===== src/rtl/sflash_cmd_front.sv =====
`timescale 1ns/1ps
module sflash_cmd_front #(
  parameter logic [7:0] SIG_ID = 8'h05
) (
  input  logic        clk,
  input  logic        rst_n,
  input  logic        spi_sck,
  input  logic        spi_csn,
  input  logic        spi_hold_n,
  input  logic        spi_mosi,
  output logic        spi_miso,
  output logic        spi_miso_oe,
  input  logic        busy,
  input  logic [7:0]  status_in,
  output logic [23:0] rd_addr,
  input  logic [7:0]  rd_data,
  output logic        cmd_go,
  output logic [7:0]  cmd_op,
  output logic [23:0] cmd_addr,
  output logic        wr_vld,
  output logic [7:0]  wr_byte,
  output logic        deep_pd
);
  localparam logic [7:0] OP_WREN = 8'h06, OP_WRDI = 8'h04, OP_RDSR = 8'h05,
                         OP_WRSR = 8'h01, OP_READ = 8'h03, OP_FAST = 8'h0B,
                         OP_PP   = 8'h02, OP_SE   = 8'hD8, OP_BE   = 8'hC7,
                         OP_DP   = 8'hB9, OP_RES  = 8'hAB;

  logic [2:0]  sck_q, cs_q;
  logic [1:0]  hold_q;
  logic        active, hold_act, ign, out_on;
  logic [2:0]  bitcnt, bytecnt;
  logic [7:0]  shift, op, out_sh;
  logic [23:0] addr;

  logic sck_s, csn_s, sck_r, sck_f, cs_f, cs_r, rise, fall;
  assign sck_s = sck_q[1];
  assign csn_s = cs_q[1];
  assign sck_r = sck_q[1] & ~sck_q[2];
  assign sck_f = ~sck_q[1] & sck_q[2];
  assign cs_f  = ~cs_q[1] & cs_q[2];
  assign cs_r  = cs_q[1] & ~cs_q[2];
  assign rise  = sck_r & active & ~hold_act & ~csn_s;
  assign fall  = sck_f & active & ~hold_act & ~csn_s;

  logic [7:0] sh_nx;
  logic       byte_done;
  assign sh_nx     = {shift[6:0], spi_mosi};
  assign byte_done = rise & (bitcnt == 3'd7);

  assign spi_miso    = out_sh[7];
  assign spi_miso_oe = out_on & active & ~hold_act & ~csn_s;

  logic exec_ok;
  always_comb begin
    case (op)
      OP_WREN, OP_WRDI, OP_BE, OP_DP: exec_ok = (bytecnt == 3'd1);
      OP_WRSR:                        exec_ok = (bytecnt == 3'd2);
      OP_SE:                          exec_ok = (bytecnt == 3'd4);
      OP_PP:                          exec_ok = (bytecnt >= 3'd5);
      default:                        exec_ok = 1'b0;
    endcase
  end

  logic out_want, from_array;
  assign from_array = (op == OP_READ) || (op == OP_FAST);
  always_comb begin
    case (op)
      OP_RDSR: out_want = (bytecnt >= 3'd1);
      OP_READ: out_want = (bytecnt >= 3'd4);
      OP_FAST: out_want = (bytecnt >= 3'd5);
      OP_RES:  out_want = (bytecnt >= 3'd4);
      default: out_want = 1'b0;
    endcase
    if (ign || bytecnt == 3'd0) out_want = 1'b0;
  end

  logic [7:0] out_src;
  assign out_src = (op == OP_RDSR) ? status_in :
                   (op == OP_RES)  ? SIG_ID    : rd_data;

  always_ff @(posedge clk or negedge rst_n) begin
    if (!rst_n) begin
      sck_q  <= '0;
      cs_q   <= '0;
      hold_q <= '0;
    end else begin
      sck_q  <= {sck_q[1:0], spi_sck};
      cs_q   <= {cs_q[1:0], spi_csn};
      hold_q <= {hold_q[0], spi_hold_n};
    end
  end

  always_ff @(posedge clk or negedge rst_n) begin
    if (!rst_n)                hold_act <= 1'b0;
    else if (csn_s || !active) hold_act <= 1'b0;
    else if (!sck_s)           hold_act <= ~hold_q[1];
  end

  always_ff @(posedge clk or negedge rst_n) begin
    if (!rst_n) begin
      active <= 1'b0; ign <= 1'b0; out_on <= 1'b0;
      bitcnt <= '0; bytecnt <= '0;
      shift <= '0; op <= '0; out_sh <= '0; addr <= '0;
      rd_addr <= '0; cmd_go <= 1'b0; cmd_op <= '0; cmd_addr <= '0;
      wr_vld <= 1'b0; wr_byte <= '0; deep_pd <= 1'b0;
    end else begin
      cmd_go <= 1'b0;
      wr_vld <= 1'b0;
      if (cs_f) begin
        active <= 1'b1; ign <= 1'b0; out_on <= 1'b0;
        bitcnt <= '0; bytecnt <= '0;
      end else if (cs_r) begin
        active <= 1'b0;
        out_on <= 1'b0;
        if (active && !ign && !busy && bitcnt == 3'd0 && exec_ok) begin
          cmd_go   <= 1'b1;
          cmd_op   <= op;
          cmd_addr <= addr;
        end
        if (active && !ign && op == OP_RES && bytecnt != 3'd0)
          deep_pd <= 1'b0;
      end else begin
        if (rise) begin
          shift  <= sh_nx;
          bitcnt <= bitcnt + 3'd1;
        end
        if (byte_done) begin
          if (bytecnt != 3'd7) bytecnt <= bytecnt + 3'd1;
          if (bytecnt == 3'd0) begin
            op  <= sh_nx;
            ign <= (busy && sh_nx != OP_RDSR) || (deep_pd && sh_nx != OP_RES);
          end
          if (bytecnt >= 3'd1 && bytecnt <= 3'd3)
            addr <= {addr[15:0], sh_nx};
          if (bytecnt == 3'd3)
            rd_addr <= {addr[15:0], sh_nx};
          if (!ign && ((op == OP_PP && bytecnt >= 3'd4) ||
                       (op == OP_WRSR && bytecnt == 3'd1))) begin
            wr_vld  <= 1'b1;
            wr_byte <= sh_nx;
          end
        end
        if (fall && bitcnt == 3'd0 && out_want) begin
          out_sh <= out_src;
          out_on <= 1'b1;
          if (from_array) rd_addr <= rd_addr + 24'd1;
        end else if (fall && out_on) begin
          out_sh <= {out_sh[6:0], 1'b0};
        end
      end
      if (cmd_go && cmd_op == OP_DP) deep_pd <= 1'b1;
    end
  end
endmodule


===== config.mk =====
export PLATFORM = sky130hd
export DESIGN_NAME = sflash_cmd_front
export DESIGN_NICKNAME = d
export VERILOG_FILES = /design/src/rtl/sflash_cmd_front.sv
export SDC_FILE = /design/constraint.sdc
export NUM_CORES = 1
export LEC_CHECK = 0
export BUFFER_PORTS_ARGS = -buffer_cell sky130_fd_sc_hd__buf_2
export CELL_PAD_IN_SITES_DETAIL_PLACEMENT = 2
export CELL_PAD_IN_SITES_GLOBAL_PLACEMENT = 2
export CORE_MARGIN = 4
export CORE_UTILIZATION = 30
export CTS_CLUSTER_SIZE = 16
export DETAILED_ROUTE_END_ITERATION = 7
export PLACE_DENSITY_LB_ADDON = 0.1
export SLEW_MARGIN = 20
export SYNTH_ARGS = -nofsm -noshare
export SYNTH_HDL_FRONTEND = slang
export SYNTH_SLANG_ARGS = --single-unit
export TNS_END_PERCENT = 1

===== constraint.sdc =====
create_clock -name clk -period 4.1 [get_ports clk]
set_input_delay 0.205 -clock clk [delete_from_list [all_inputs] [get_ports clk]]
set_output_delay 0.205 -clock clk [all_outputs]
set_load 0.01 [all_outputs]

# Word level (Yosys, flattened, before mapping)
# Index checks and enable logic that the tools add are counted.
op_classes:
  add_sub_neg: 3
  magnitude_cmp: 4
  eq_ne: 23
  n_mux: 40
  bitwise: 22
  reduce_logical: 49
op_table:
  columns: ["op", "n"]
  rows:
  - ["$mux 24", 4]
  - ["$eq 8x8->1 const B", 5]
  - ["$mux 8", 4]
  - ["$add 24x1->24 const B", 1]
  - ["$eq 8x3->1 const B", 3]
  - ["$mux 1", 23]
  - ["$mux 3", 7]
  - ["$reduce_and 3->1", 6]
  - ["$eq 8x2->1 const B", 2]
  - ["$logic_and 1x1->1", 16]
  - ["$reduce_bool 2->1", 8]
  - ["$and 1x1->1", 14]
  - ["$reduce_and 4->1", 3]
  - ["$eq 8x1->1 const B", 1]
  - ["$eq 8x4->1 const B", 1]
  - ["$ne 8x3->1 const B", 1]
  - ["$ne 8x8->1 const B", 1]
  - ["$not 1->1", 8]
  - ["$add 3x1->3 const B", 2]
  - ["$eq 3x2->1 const B", 2]
  - ["$eq 3x3->1 const B", 2]
  - ["$ge 3x3->1 const B", 2]
  - ["$logic_not 3->1", 2]
  - ["$reduce_bool 3->1", 2]
  - ["other kinds (13)", 21]
totals:
  ff_bits: 132
  in_bits: 23
  elab_cells: 161

# Longest topological paths before layout
# Gate-level depths: netlist of the first run.
depth:
  depth_word: 10
  depth_mapped: 10

# Least setup slack after synthesis of the first run
# No wires, ideal clock.
synth_timing:
  path_type: "register to register"
  from: "register bytecnt[1]"
  to: "register cmd_op[1]"
  setup_time_ns: 0.128
  t_arrival_ns: 2.301
  path_slack_ns: 1.671
  path_stages_with_launch: 10
  path_buffers: 2
  cell_sequence: "dfrtp_1 > inv_1 > ha_1 > or3_1 > a32o_1 > a211o_1 > and3_1 > buf_2 > buf_4 > mux2_1"
synth_between:
  elab_chain_cells: 4
  word_cells_on_any_way: 7
  cone_classes: "order compare (1); eq/ne (3); mux (1); reduce/logical (2)"
synth_rtl:
  columns: ["item", "line_no", "source"]
  rows:
  - ["start: declaration", "32", "logic [2:0] bitcnt, bytecnt;"]
  - ["start signal: assignment", "129", "if (bytecnt != 3'd7) bytecnt <= bytecnt + 3'd1;"]
  - ["$ge 3x3->1 (tied with other cells)", "60", "OP_PP: exec_ok = (bytecnt >= 3'd5);"]
  - ["$pmux 1 s4 (*)", "56", "case (op)"]
  - ["$logic_and 1x1->1 (*)", "116", "if (active && !ign && !busy && bitcnt == 3'd0 && exec_ok) begin"]
  - ["$reduce_and 3->1 (no source line) (*)", null, null]
  - ["end signal: assignment", "118", "cmd_op <= op;"]
  - ["end: declaration", "18", "output logic [7:0] cmd_op,"]
# Mark *: on every way between the ends. The rest lies on a longest branch, timed or not.
# A chain may end at the register's enable or synchronous reset.

# Final worst setup path of the first run
layout_timing:
  from: "register bitcnt[0]"
  to: "register rd_addr[19]"
layout_between:
  elab_chain_cells: 5
  word_cells_on_any_way: 8
  cone_classes: "eq/ne (1); mux (3); bitwise (1); reduce/logical (3)"
layout_rtl:
  columns: ["item", "line_no", "source"]
  rows:
  - ["start: declaration", "32", null]
  - ["start signal: assignment", "126", "bitcnt <= bitcnt + 3'd1;"]
  - ["$eq 3x3->1", "49", "assign byte_done = rise & (bitcnt == 3'd7);"]
  - ["$and 1x1->1", "49", null]
  - ["$mux 24", "128", "if (byte_done) begin"]
  - ["$mux 24", "147", "if (from_array) rd_addr <= rd_addr + 24'd1;"]
  - ["$mux 24 (*)", "144", "if (fall && bitcnt == 3'd0 && out_want) begin"]
  - ["end signal: assignment", "137", "rd_addr <= {addr[15:0], sh_nx};"]
  - ["end signal: assignment", "147", null]
  - ["end: declaration", "15", "output logic [23:0] rd_addr,"]
# Marked as above.

==> flow_summary.toml, run 1 <==
[critical_path]
r2r_start = "bitcnt[0]"
critical_path.reg2reg.endpoint = "rd_addr[19]"
worstSetupPathType = "register to register"
critPathSlowestCell = "or4_1"
startpoint_type = "register"
crit_fanout = 22
reg2reg_depth = 8
cp_num_buf_inv = 1
ff2ff_setup_slack_ns = 1.10
end_kind = "register"
worst_path_largest_cell_delay_ns = 0.65
cp_cell_sequence = "ha_1 > ha_1 > inv_1 > or4_1 > or2_1 > o21ai_2 > a21boi_1 > o221a_2"
crit_arrival_ns = 3.36
critical_path_required_ns = 4.46
cp_top_family = "simple AND/OR/NAND/NOR gates"
worst_path_most_repeated_cell = "ha_1"

[worst_hold_path]
hold_depth = 2
min_path_type = "primary input to register"
min-delay-start = "spi_mosi"
whs_endpoint = "op[0]"

[final_layout]
design_area_sq_um = 7670
multiInputGateArea_sq_um = 2795
drive_above_1_share = 0.2919
final_common_cell = "dfrtp_1"
fill_cells = 2198
final_nets = 674
fin_util = 0.3754
finalNonFillerCells = 921
regArea_sq_um = 3303
antenna_cells = 0
areaGrowthSynthToFinish_pct = 21.92
final_cell_mix = "132 x dfrtp_1, 90 x buf_2, 47 x nor2_1"

[routing]
antenna_left = 0
routed.top_layer = "met4"
wl_met2_um = 8912
drcViolationCount = 0
wl_met1_um = 9823
route.met3.wl_um = 748
drtIter0Drc = 261
dr.pass1.iters = 4
totalWireLength_um = 19690
via_per_inst = 5.253
vias = 4838
wl_per_cell_um = 21.38

[placement]
post-place-ws_ns = 1.152
gp_congestion = 0.7831
io_buffers = 91
dpl.hpwl_um = 13990
placedCellCount = 885
postPlaceCellArea_sq_um = 7018

[sta]
max-slew-margin-rel = 0.3472
rsz0062_at_grt = "false"
drv_slew = 0
skew_ns = 0.01350
min_period_ns = 2.999
whs_ns = 0.1002
tightest_slew_ns = 0.9718
postLayoutSetupSlackWorst_ns = 1.101
setup_viol = 0
setup_tns_ns = 0
hold_viol = 0
fmax_mhz = 333.4
timing.final.crit_share = 0.7315

[clocking]
htreeDepth = 4
clkSlewWorstSetupHoldPaths_ns = 0.07
cts.sinks = 132
cts_max_path_buffers = 2
cts_resized = 0
cts_buffers = 17
clockRootBuffer = "clkbuf_16"
cts_tree = "yes"
insertion_delay_ns = 0.43

[power_and_ir_drop]
power.leakage_nw = 3.874
pwr-share-clk = 0.519
powerDensity_nw_per_um2 = 399.2
p_comb_frac = 0.037
p_sw_mw = 0.8187
switching_share = 0.2674
vdd_drop_max_v = 0.0002737
p_total_mw = 3.062
p_int_mw = 2.243
seqPwrFrac = 0.444

[floorplanning]
die_w_um = 152.8
rows = 52
die_h_um = 152.8
ioPinCount = 92
coreArea_sq_um = 20430
start_util = 0.3079
fp.dieArea_sq_um = 23350

[yosys]
avgSynthCellArea_sq_um = 11.59
ys_seq_elements = 132
synth_area_leaders = "dfrtp_1 53%, mux2_2 8.1%, mux2_1 5.7%"
synth_edf_count = 0
ys_seq_area_frac = 0.5251
ys_warn_count = 0
synth-async-reset-ratio = 1.000
postSynthCellCount = 543
synth_top_area_cell = "dfrtp_1"
synth_ff_type = "dfrtp_1"
synth_top_area_frac = 0.5251
yosysUniqueCellTypes = 74
syn_nets = 579
syn_area_sq_um = 6291

[global_routing]
antenna_found_initial = 0
grt_pass1_wl_um = 31750
grt_max_degree = 100
track_usage = 0.1724
grt_pass1_vias = 5215
grt-ovfl-total = 0

[status]
outcome = "complete, no violations"

[run]
maxCapViolCount = 0
[cell families after synthesis]
kind of cell               share of synthesized area
AOI/OAI and AO/OA                             0.1265
adders and majority gates                    0.02586
buffers and inverters                        0.03162
DFF                                           0.5251
muxes                                         0.1378
and+or+nand+nor                               0.1531
[power by group through the flow]
stage                     Combinational, mW  Sequential [mW]  Clock (mW)
after global placement                0.109             1.39           0
after CTS                             0.117             1.36        1.63
after floorplan                      0.0549             1.37           0
after global routing                  0.131             1.36        1.70
final                                 0.113             1.36        1.59
after detailed placement              0.113             1.39           0
[final cells by class]
| class | count | area share |
|---|---|---|
| Sequential cell | 132 | 0.4307 |
| Multi-Input combinational cell | 364 | 0.3644 |
| Timing Repair Buffer | 99 | 0.06933 |
| Clock buffer | 17 | 0.05546 |
| Tap cell | 270 | 0.04405 |
| Clock inverter | 15 | 0.02431 |
| Inverter | 24 | 0.01175 |
[sequential cells by signal, indices dropped and copies added (netlist names), 2 cells and up]
signal	count
addr	24
bitcnt	3
bytecnt	3
cmd_addr	24
cmd_op	8
cs_q	3
hold_q	2
op	8
out_sh	8
rd_addr	24
sck_q	3
shift	7
wr_byte	8
[cells in the mapped netlist (3+ instances only)]
master,count
dfrtp_1,132
nor2_1,47
mux2_2,45
mux2_1,32
inv_1,23
nand2_1,18
a21oi_1,15
o21ai_0,14
and3_1,13
ha_1,13
clkbuf_1,12
nor3_1,12
nand3_1,11
nand4_1,11
a22oi_1,10
a211oi_1,8
a311oi_1,8
nor2b_1,8
a221oi_1,6
buf_2,6
o22ai_1,6
and4_1,5
nand2b_1,5
buf_4,4
nor3b_1,4
nor4_1,4
o21a_1,4
a31oi_1,3
and4b_1,3
nor3_2,3
o31ai_1,3
or3_1,3
[metal layers]
| metal | vias up | GRT usage |
|---|---|---|
| li1 | 2222 | - |
| met1 | 2515 | 0.2516 |
| met2 | 86 | 0.2628 |
| met3 | 15 | 0.03506 |
| met4 | 0 | 0.04412 |
| met5 | - | 0 |
[worst max-delay path by stage]
stage | startpoint | end | slack, ns | depth (start not counted)
global placement | cs_q[1] | wr_byte[3] | 1.26 | 5
finish | bitcnt[0] | rd_addr[19] | 1.10 | 8
floorplan | bytecnt[1] | cmd_op[1] | 1.67 | 9
CTS | cs_q[1] | rd_addr[8] | 1.07 | 6
detailed placement | bitcnt[0] | rd_addr[19] | 1.15 | 8
global route | cs_q[1] | rd_addr[8] | 0.81 | 6
[what timing repair did]
| item | in CTS | in global routing |
|---|---|---|
| endpoints found under the hold margin | 101 | 0 |
| hold buffers | 4 | 0 |
| buffers inserted | 0 | 0 |
Power figures use the tool's default switching activity.
==> run 2: changes to the inputs <==
==> constraint.sdc (replaced) <==
create_clock -name clk -period 2.73 [get_ports clk]
set_input_delay 0.1365 -clock clk [delete_from_list [all_inputs] [get_ports clk]]
set_output_delay 0.1365 -clock clk [all_outputs]
set_load 0.01 [all_outputs]
==> run 2 against run 1 <==
Highest routed layer unchanged. Sequential power rose by 51%. Sequential share of layout area fell by 1.3 points. Via count rose by 2.1%. Hold slack got worse by 0.047 ns. Maximum frequency rose by 15%. Critical path depth rose by 1. Core utilization rose by 1.2 points. Register-to-register slack got worse by 0.99 ns. Count of clock-buffer cells in the layout rose by 1.
==> flow_summary.toml, run 2 (synthesis gave the netlist of run 1 again) <==
[floorplanning]
rows = 52
start_util = 0.3079
coreArea_sq_um = 20430
die_h_um = 152.8
ioPinCount = 92
fp.dieArea_sq_um = 23350
die_w_um = 152.8

[sta]
drv_slew = 0
setup_viol = 0
max-slew-margin-rel = 0.5837
rsz0062_at_grt = "true"
fmax_mhz = 381.9
hold_viol = 0
timing.final.crit_share = 0.9592
whs_ns = 0.05296
tightest_slew_ns = 0.6187
skew_ns = 0.01540
min_period_ns = 2.618

[power_and_ir_drop]
vdd_drop_max_v = 0.0004011
powerDensity_nw_per_um2 = 562.3
power.leakage_nw = 4.013
pwr-share-clk = 0.499
seqPwrFrac = 0.460
switching_share = 0.2615
p_sw_mw = 1.164
p_int_mw = 3.286
p_comb_frac = 0.041

[final_layout]
final_nets = 702
design_area_sq_um = 7914
drive_above_1_share = 0.3255
final_cell_mix = "132 x dfrtp_1, 90 x buf_2, 47 x nor2_1"
areaGrowthSynthToFinish_pct = 25.80
final_common_cell = "dfrtp_1"
top_regs = "addr: 24 flops, cmd_addr: 24 flops, rd_addr: 24 flops"
antenna_cells = 0

[clocking]
cts.sinks = 132
insertion_delay_ns = 0.43
cts_tree = "yes"
cts_max_path_buffers = 2
clockRootBuffer = "clkbuf_16"
htreeDepth = 4
clkSlewWorstSetupHoldPaths_ns = 0.07
post_cts_buffers = 0
cts_buffers = 17

[critical_path]
end_kind = "register"
crit_fanout = 14
crit_arrival_ns = 2.94
critical_path_required_ns = 3.05
startpoint_type = "register"
worst_path_largest_cell_delay_ns = 0.66
cp_cell_sequence = "ha_1 > ha_1 > inv_1 > or4_1 > or2_1 > buf_4 > nor2_1 > a31o_1 > a21oi_1"
worst_path_most_repeated_cell = "ha_1"
critPathSlowestCell = "or4_1"
worstSetupPathType = "register to register"

[run]
maxCapViolCount = 0

[global_routing]
grt_pass1_vias = 5471
grt_pass1_wl_um = 32160
antenna_found_initial = 0
track_usage = 0.1715
grt_max_degree = 60
grt-ovfl-total = 0

[routing]
drtIter0Drc = 242
wl_per_cell_um = 20.36
drcViolationCount = 0
via_per_inst = 5.207
antenna_left = 0
vias = 4941
totalWireLength_um = 19320
dr.pass1.iters = 4

[placement]
io_buffers = 91
dpl.hpwl_um = 14150
gp_congestion = 0.7742
postPlaceCellArea_sq_um = 7266

[worst_hold_path]
min_path_type = "primary input to register"

[status]
outcome = "complete, no violations"
## run 2: final timing paths
check                          start     endpoint  slack (ns)  cells after the start
min                         spi_mosi        op[0]        0.05                      2
min reg2reg                  cs_q[0]      cs_q[1]        0.35                      0
max                        bitcnt[0]  rd_addr[18]        0.11                      9
max reg2reg                bitcnt[0]  rd_addr[18]        0.11                      9
min in group asynchronous      rst_n    out_sh[4]        0.27                      2
max in group asynchronous      rst_n  cmd_addr[1]        1.68                      3
## run 2: per-stage QoR
stage	TNS, ns	utilization	worst slack [ns]	std cells	power (mW)
detailed placement	-0.1180	0.3556	-0.06184	913	2.269
CTS	0	0.3863	0.04471	949	4.520
floorplan	0	-	0.3013	543	2.134
finish	0	0.3874	0.1115	949	4.450
global route	-0.07661	0.3874	-0.05443	949	4.660
global placement	0	0.3556	0.06232	913	2.257
## run 2: worst max-delay path, delay by kind of cell, from the launching register on
kind / cells / cell delay [ns]
adders and majority gates: 2 / 0.41
AOI/OAI and AO/OA: 2 / 0.18
and+or+nand+nor: 3 / 1.19
DFF: 1 / 0.41
buffers and inverters: 2 / 0.30
## run 2: timing repair
| action | in CTS | in global routing |
|---|---|---|
| endpoints found under the hold margin | 60 | 0 |
| hold buffers | 4 | 0 |
| pin swaps | 0 | 2 |
| setup endpoints to repair | 2 | 11 |
| resized for setup | 2 | 4 |
## run 2: final cells by class
| class | instances | area (sq um) |
|---|---|---|
| clock buffer | 18 | 439.2 |
| fill | 2200 | 12520 |
| timing repair buffer | 127 | 779.5 |
| multi-input combinational | 364 | 2831 |
| tap | 270 | 337.8 |
| sequential | 132 | 3303 |
| inverter | 24 | 90.09 |
| clock inverter | 14 | 132.6 |
## run 2: metal layers
metal	global-route usage	up-vias	wire length, um
met4	0.04540	0	254
li1	-	2271	-
met3	0.03308	20	705
met2	0.2681	90	8794
met1	0.2453	2560	9566
met5	0	-	0
## run 2: power groups by stage
stage	combinational, mW	sequential [mW]	clock (mW)
2_1_floorplan	0.0824	2.05	0
3_3_place_gp	0.173	2.08	0
3_5_place_dp	0.178	2.09	0
4_1_cts	0.186	2.05	2.28
5_1_grt	0.207	2.05	2.40
6_report	0.181	2.05	2.22
==> run 3: changes to the inputs <==
--- a/config.mk
+++ b/config.mk
@@ -5,7 +5,7 @@
 export SDC_FILE = /design/constraint.sdc
 export NUM_CORES = 1
 export LEC_CHECK = 0
-export BUFFER_PORTS_ARGS = -buffer_cell sky130_fd_sc_hd__buf_2
+export BUFFER_PORTS_ARGS = -buffer_cell sky130_fd_sc_hd__buf_4
 export CELL_PAD_IN_SITES_DETAIL_PLACEMENT = 2
 export CELL_PAD_IN_SITES_GLOBAL_PLACEMENT = 2
 export CORE_MARGIN = 4
==> run 3 against run 2 <==
Sequential power about the same. Register-to-register slack worse by 0.03 ns. Clock skew shrank 0.0029 ns. Via count up 2.0%. Cell area up 4.2%.
==> flow_summary.toml, run 3 (synthesis gave the netlist of run 1 again) <==
[routing]
via_per_inst = 5.270
wl_per_cell_um = 21.55
totalWireLength_um = 20600
dr.pass1.iters = 4
vias = 5038
antenna_left = 0
drtIter0Drc = 203
drcViolationCount = 0

[final_layout]
final_common_cell = "dfrtp_1"
design_area_sq_um = 8245
areaGrowthSynthToFinish_pct = 31.07
regArea_sq_um = 3304
fill_cells = 2141
antenna_cells = 0
final_nets = 709
finalNonFillerCells = 956
multiInputGateArea_sq_um = 2869
final_cell_mix = "131 x dfrtp_1, 123 x buf_4, 47 x nor2_1"
top_regs = "addr: 24 flops, cmd_addr: 24 flops, rd_addr: 24 flops"
drive_above_1_share = 0.3353

[global_routing]
met1_usage = 0.2447
track_usage = 0.1755
antenna_found_initial = 0
grt_pass1_vias = 5561
met2_usage = 0.2813
grt_max_degree = 73
grt-ovfl-total = 0
busiest_layer = "met2"
grt_pass1_wl_um = 32470
grt_use_met3 = 0.03336

[status]
outcome = "complete, no violations"

[placement]
placedCellCount = 915
postPlaceCellArea_sq_um = 7506
dpl.hpwl_um = 14420
post-place-ws_ns = 0.02275
io_buffers = 91
gp_congestion = 0.7690

[power_and_ir_drop]
vdd_drop_max_v = 0.0004240
power.leakage_nw = 4.070
powerDensity_nw_per_um2 = 556.4

[critical_path]
r2r_start = "bitcnt[0]"
critPathLaunch = "bitcnt[0]"
cp_cell_sequence = "inv_1 > ha_1 > or3b_2 > nor4_4 > buf_4 > o311ai_4 > or2_1 > o21a_1 > o21a_1"
startpoint_type = "register"
cp_top_family = "simple AND/OR/NAND/NOR gates"
end_kind = "register"
worstSetupPathType = "register to register"
crit_fanout = 5
critical_path_required_ns = 3.05
critPathSlowestCell = "or3b_2"
worst_path_most_repeated_cell = "o21a_1"
crit_arrival_ns = 2.97
cp_num_buf_inv = 2
worst_path_largest_cell_delay_ns = 0.49

[floorplanning]
start_util = 0.3079
die_h_um = 152.8
coreArea_sq_um = 20430
fp.dieArea_sq_um = 23350
rows = 52
die_w_um = 152.8
ioPinCount = 92

[clocking]
cts.sinks = 132
cts_max_path_buffers = 2
insertion_delay_ns = 0.43
clockRootBuffer = "clkbuf_16"
cts_tree = "yes"
clkSlewWorstSetupHoldPaths_ns = 0.07
cts_buffers = 17
htreeDepth = 4

[sta]
setup_tns_ns = 0
min_period_ns = 2.652
tightest_slew_ns = 0.7417
rsz0062_at_grt = "true"
drv_slew = 0
skew_ns = 0.01255
whs_ns = 0.07840
setup_viol = 0
postLayoutSetupSlackWorst_ns = 0.07821
fmax_mhz = 377.1
hold_viol = 0
timing.final.crit_share = 0.9714
max-slew-margin-rel = 0.5056

[run]
maxCapViolCount = 0

[worst_hold_path]
min_path_type = "primary input to register"
min-delay-start = "status_in[0]"
run 3: cell type report:
class | count | share of cell area
Sequential cell | 132 | 0.4008
Multi-Input combinational cell | 366 | 0.3480
Timing Repair Buffer | 132 | 0.1267
Clock buffer | 17 | 0.05159
Tap cell | 270 | 0.04097
Clock inverter | 15 | 0.02109
Inverter | 24 | 0.01093
run 3: worst paths after layout:
path                                to  slack (ns)  cells past startpoint
max in group asynchronous      cs_q[1]        1.67                      3
min in group asynchronous    out_sh[5]        0.33                      2
max                        rd_addr[22]        0.08                      9
min                          out_sh[0]        0.08                      3
max reg2reg                rd_addr[22]        0.08                      9
min reg2reg                    cs_q[1]        0.35                      0
run 3: tightest hold or removal path, cell delays in order:
cell,delay [ns]
buf_4,0.08
nand2b_1,0.10
a31o_2,0.14
run 3: where the power goes:
part	switching [mW]	internal, mW	leakage, nW
logic	0.112	0.0792	1.99
registers	0.0654	1.98	1.78
clock network	1.03	1.32	0.294
run 3: repair_timing:
| action | in CTS | in global routing |
|---|---|---|
| endpoints found under the hold margin | 75 | 0 |
| gates resized for setup | 0 | 9 |
| endpoints found under the setup margin | 2 | 15 |
| hold buffers | 5 | 0 |
| pin swaps | 1 | 3 |
| gates cloned | 0 | 2 |
| buffers inserted | 0 | 2 |
run 3: stage by stage:
| stage | power, mW | utilization |
|---|---|---|
| after global routing | 4.799 | 0.4036 |
| after CTS | 4.659 | 0.3992 |
| after detailed placement | 2.272 | 0.3674 |
| after global placement | 2.259 | 0.3674 |
| final | 4.588 | 0.4036 |
| after floorplan | 2.134 | - |
run 3: routing by layer:
metal  wire length (um)  part of all wire
met4                189            0.0092
met3                722             0.035
met2               9881              0.48
met1               9807              0.48
met5                  0                 0
